`src/rtl/trig_start_sel.sv`:
```
module trig_start_sel #(
  parameter int NBP = 8,
  parameter int CW  = 16,
  parameter int DLY = 40
) (
  input  logic          clk,
  input  logic          rst_n,
  input  logic [1:0]    fp_trig,
  input  logic [1:0]    conn_trig,
  input  logic [NBP-1:0] bp_trig,
  input  logic          star_trig,
  input  logic          sw_trig,
  input  logic [3:0]    src_sel,
  input  logic [CW-1:0] min_high,
  input  logic [CW-1:0] stretch_len,
  input  logic          export_en,
  output logic          start_pulse,
  output logic          start_delayed,
  output logic          trig_out
);
  localparam int NX = 5 + NBP;
  localparam logic [3:0] SEL_IMM  = 4'd0;
  localparam logic [3:0] SEL_SW   = 4'd1;
  localparam logic [3:0] SEL_EXT0 = 4'd2;
  localparam logic [3:0] SEL_EXTN = SEL_EXT0 + 4'(NX);

  logic [NX-1:0]  sync1, sync2;
  logic [3:0]     sel_q, ext_idx;
  logic           run_ok, imm_done, ext_sel, lvl, sel_chg;
  logic           fire_imm, fire_sw, fire_ext, fire;
  logic [CW-1:0]  hi_cnt, x_cnt, min_eff, str_eff;
  logic [DLY-1:0] dly;

  always_ff @(posedge clk) begin
    if (!rst_n) begin
      sync1 <= '0;
      sync2 <= '0;
    end else begin
      sync1 <= {star_trig, bp_trig, conn_trig, fp_trig};
      sync2 <= sync1;
    end
  end

  assign ext_sel = (src_sel >= SEL_EXT0) && (src_sel < SEL_EXTN);
  assign ext_idx = src_sel - SEL_EXT0;
  assign lvl     = ext_sel && sync2[ext_idx];
  assign sel_chg = src_sel != sel_q;
  assign min_eff = (min_high == '0) ? CW'(1) : min_high;
  assign str_eff = (stretch_len == '0) ? CW'(1) : stretch_len;

  assign fire_imm = (src_sel == SEL_IMM) && !imm_done;
  assign fire_sw  = (src_sel == SEL_SW) && sw_trig;
  assign fire_ext = lvl && run_ok && !sel_chg && (hi_cnt == min_eff - CW'(1));
  assign fire     = fire_imm || fire_sw || fire_ext;

  always_ff @(posedge clk) begin
    if (!rst_n) begin
      sel_q    <= 4'd15;
      run_ok   <= 1'b0;
      imm_done <= 1'b0;
      hi_cnt   <= '0;
    end else begin
      sel_q <= src_sel;
      if (sel_chg)   run_ok <= 1'b0;
      else if (!lvl) run_ok <= 1'b1;
      if (src_sel != SEL_IMM) imm_done <= 1'b0;
      else if (fire_imm)      imm_done <= 1'b1;
      if (sel_chg || !lvl)   hi_cnt <= '0;
      else if (hi_cnt != '1) hi_cnt <= hi_cnt + CW'(1);
    end
  end

  always_ff @(posedge clk) begin
    if (!rst_n) begin
      start_pulse <= 1'b0;
      x_cnt       <= '0;
      dly         <= '0;
    end else begin
      start_pulse <= fire;
      if (fire && x_cnt == '0) x_cnt <= str_eff;
      else if (x_cnt != '0)    x_cnt <= x_cnt - CW'(1);
      dly <= {dly[DLY-2:0], start_pulse};
    end
  end

  assign trig_out      = export_en && (x_cnt != '0);
  assign start_delayed = dly[DLY-1];
endmodule

```
`config.mk`:
```
export PLATFORM = sky130hd
export DESIGN_NAME = trig_start_sel
export DESIGN_NICKNAME = d
export VERILOG_FILES = /design/src/rtl/trig_start_sel.sv
export SDC_FILE = /design/constraint.sdc
export NUM_CORES = 1
export LEC_CHECK = 0
export CORE_MARGIN = 4
export CORE_UTILIZATION = 40
export CTS_BUF_LIST = sky130_fd_sc_hd__clkbuf_4
export CTS_CLUSTER_SIZE = 12
export DETAILED_ROUTE_END_ITERATION = 8
export SLEW_MARGIN = 0
export SYNTH_ARGS = -nofsm -noshare
export SYNTH_HDL_FRONTEND = slang
export SYNTH_SLANG_ARGS = --single-unit
export TNS_END_PERCENT = 50
```
`constraint.sdc`:
```
create_clock -name clk -period 8.7 [get_ports clk]
set_input_delay 1.305 -clock clk [delete_from_list [all_inputs] [get_ports clk]]
set_output_delay 1.305 -clock clk [all_outputs]
set_load 0.05 [all_outputs]
```
==> impl_metrics.toml <==
[status]
status = "complete, no violations"

[synth]
ys.flop_type = "dfxtp_1"
yosysMostFrequentCell = "dfxtp_1"
synth_cell_types = 54
synth_common_cells = "dfxtp_1 (105), and2_1 (68), nor2_1 (34), nand2_1 (21), xor2_1 (21)"
yosys_warnings = 0
avgSynthCellArea_um2 = 9.61
syn-num-nets = 519
syn_inst = 461
synth_edf_count = 0
syn_area_mm2 = 0.00443
synth_top_cell_area_share_pct = 47.5
ys_seq_area_share_pct = 47.5
synthArstFlopShare_pct = 0
ys_ff_latch = 105
yosysTopAreaCell = "dfxtp_1"
synthTopCellsByArea = "dfxtp_1 (47%), and2_1 (9.6%), xor2_1 (4.2%)"

[placed_design]
numPortBuffers = 55
dp_hpwl_um = 6250
gp_congestion = 0.878

[detailed_routing]
num_vias = 3289
wl_um = 8810
firstDrtPassIters = 5
drtIter0Drc = 119
drc = 0
vias_per_cell = 5.04
post_drt_wl_per_cell_um = 13.5
antenna_left = 0

[global_route]
grt_max_degree = 80
grt_pass1_wl_um = 15300
antenna_found_initial = 0
grt_use_total_pct = 14.5
grt_pass1_vias = 3291
overflow = 0

[critical_path]
arrival_ns = 5.12
ff2ff_setup_slack_ns = 5.95
critPathSlowestCell = "nor4_1"
crit_chain = "clkdlybuf4s50_1, nor4_1, and2_1, a31oi_1, ha_1, xor2_1, o211a_1, o2111ai_1, or4_1, a2111oi_2, a31o_2, and3_1, o2bb2ai_1"
r2r_start = "sel_q[0]$_SDFF_PN1_"
r2r-end = "x_cnt[15]$_SDFFE_PN0P_"
ff2ff_path_depth = 8
cp-end-kind = "register"
cp.required_ns = 9.09
critPathKind = "in -> reg"
critical_path.max_fanout = 13
cp_slowest_stage_delay_ns = 0.65
crit_path_start_kind = "input pin"

[finish]
nets = 566
fin_util_pct = 48.3
drive_above_1_share_pct = 6.63
nFillCells = 1070
antennaDiodeCount = 0
areaGrowthSynthToFinish_pct = 18.2

[run]
maxCapViolations = 0

[clock_tree]
clock_path_buffers = 2
postCtsSetupBuffers = 0
cts_resized = 0
clockRootBuffer = "clkbuf_4"
hold_buffers = 0
insertion_delay_ns = 0.44
path_clk_slew_ns = 0.17
cts_sinks = 105
cts_tree = "built"
cts.htree.levels = 3
cts_made_buffers = 9

[timing]
finClkSkew_ns = 0.0202
relSlewSlack_pct = 54.3
worst_pin_slew_ns = 0.679
setup_violations = 0
rsz0062_at_grt = "false"
max_freq_mhz = 211
period_minus_slack_ns = 4.74
tns_ns = 0
hold_viol_final = 0
period_share_pct = 54.4
drv_slew = 0

[die]
core_area_mm2 = 0.0108
row_count = 38
die_h_um = 113
io_pins = 56
dieArea_mm2 = 0.0128
die_width_um = 113
start_util_pct = 40.9

[pwr]
vdd.ir_drop.worst_uv = 93.6
power_density_mw_per_mm2 = 207
leakagePower_uw = 0.00194

[min_path]
hold_depth = 1
hold_path.class = "reg -> reg"
hp-start = "dly[29]$_SDFF_PN0_"
hold_end = "dly[30]$_SDFF_PN0_"
## layout by cell type, fill, tap and decap left out, types with 8 or more instances in the layout
cell type	synthesis	layout
dfxtp_1	105	105
and2_1	68	68
clkdlybuf4s50_1	0	54
nor2_1	34	34
nand2_1	21	21
xor2_1	21	21
xnor2_1	18	18
nand3_1	17	17
nor3_1	13	13
a21oi_1	13	13
inv_1	12	12
o21ai_0	9	9
a211oi_1	9	9
clkbuf_4	0	9
nor4_1	8	8
## cell families (layout without fill, tap and decap cells)
logic type	count (synthesis)	count (layout)	synth area share, %
buf+inv	33	85	3.16
fa+ha+maj	5	5	1.41
xor+xnor	39	39	7.71
simple gates	204	204	26.6
flops	105	105	47.5
compound gates	66	66	10.7
mux	9	9	2.88
## state kept, by name (all words and copies together) (netlist names)
register	cells
dly	40
hi_cnt	16
start_pulse	1
imm_done	1
sel_q	4
sync1	13
sync2	13
x_cnt	16
run_ok	1
## metal layers
metal  vias up  wire (um)  track usage [%]
met5         -          0                0
met4         0        138             3.85
met3        10        361             4.49
met2        60       4110             23.6
met1      1521       4200             18.7
li1       1698          -                -
## stage by stage
step	hold WS [ns]	power [uW]	instances	setup WS, ns	cell area, um^2
finish	0.455	1080	653	3.96	5240
global route	0.471	1160	653	3.65	5240
CTS	0.457	1100	653	4.00	5240
detailed placement	0.418	827	637	3.52	5070
global placement	0.413	821	637	3.65	5070
floorplan	0.412	750	461	4.46	4430
## critical path: cells and delay by family
family / cells / cell delay, ns
xor+xnor: 1 / 0.14
simple gates: 4 / 1.76
buf+inv: 1 / 0.50
fa+ha+maj: 1 / 0.32
compound gates: 6 / 1.08
## power breakdown
part / total [uW] / internal [uW] / switching, uW
sequential: 556 / 522 / 34.0
clock: 267 / 96.6 / 171
combinational: 261 / 125 / 135
total: 1080 / 744 / 340
## area by class of cell
type | instances | area (um^2) | area share (%)
inverter | 12 | 45.0 | 0.860
timing repair buffer | 57 | 561 | 10.7
tap | 140 | 175 | 3.35
clock buffer | 9 | 67.6 | 1.29
clock inverter | 7 | 98.8 | 1.89
multi-input combinational | 323 | 2190 | 41.8
sequential | 105 | 2100 | 40.1
## how the worst max path moves through the flow
stage	from	end	slack, ns	cells past startpoint
2_1_floorplan	min_high[8]	x_cnt[0]$_SDFFE_PN0P_	4.46	14
3_3_place_gp	min_high[10]	x_cnt[15]$_SDFFE_PN0P_	3.65	13
3_5_place_dp	min_high[10]	x_cnt[15]$_SDFFE_PN0P_	3.52	13
4_1_cts	x_cnt[0]$_SDFFE_PN0P_	trig_out	4.00	9
5_1_grt	min_high[10]	x_cnt[13]$_SDFFE_PN0P_	3.65	13
6_report	min_high[10]	x_cnt[15]$_SDFFE_PN0P_	3.96	13
No activity file was read; power rests on OpenSTA's default activity.
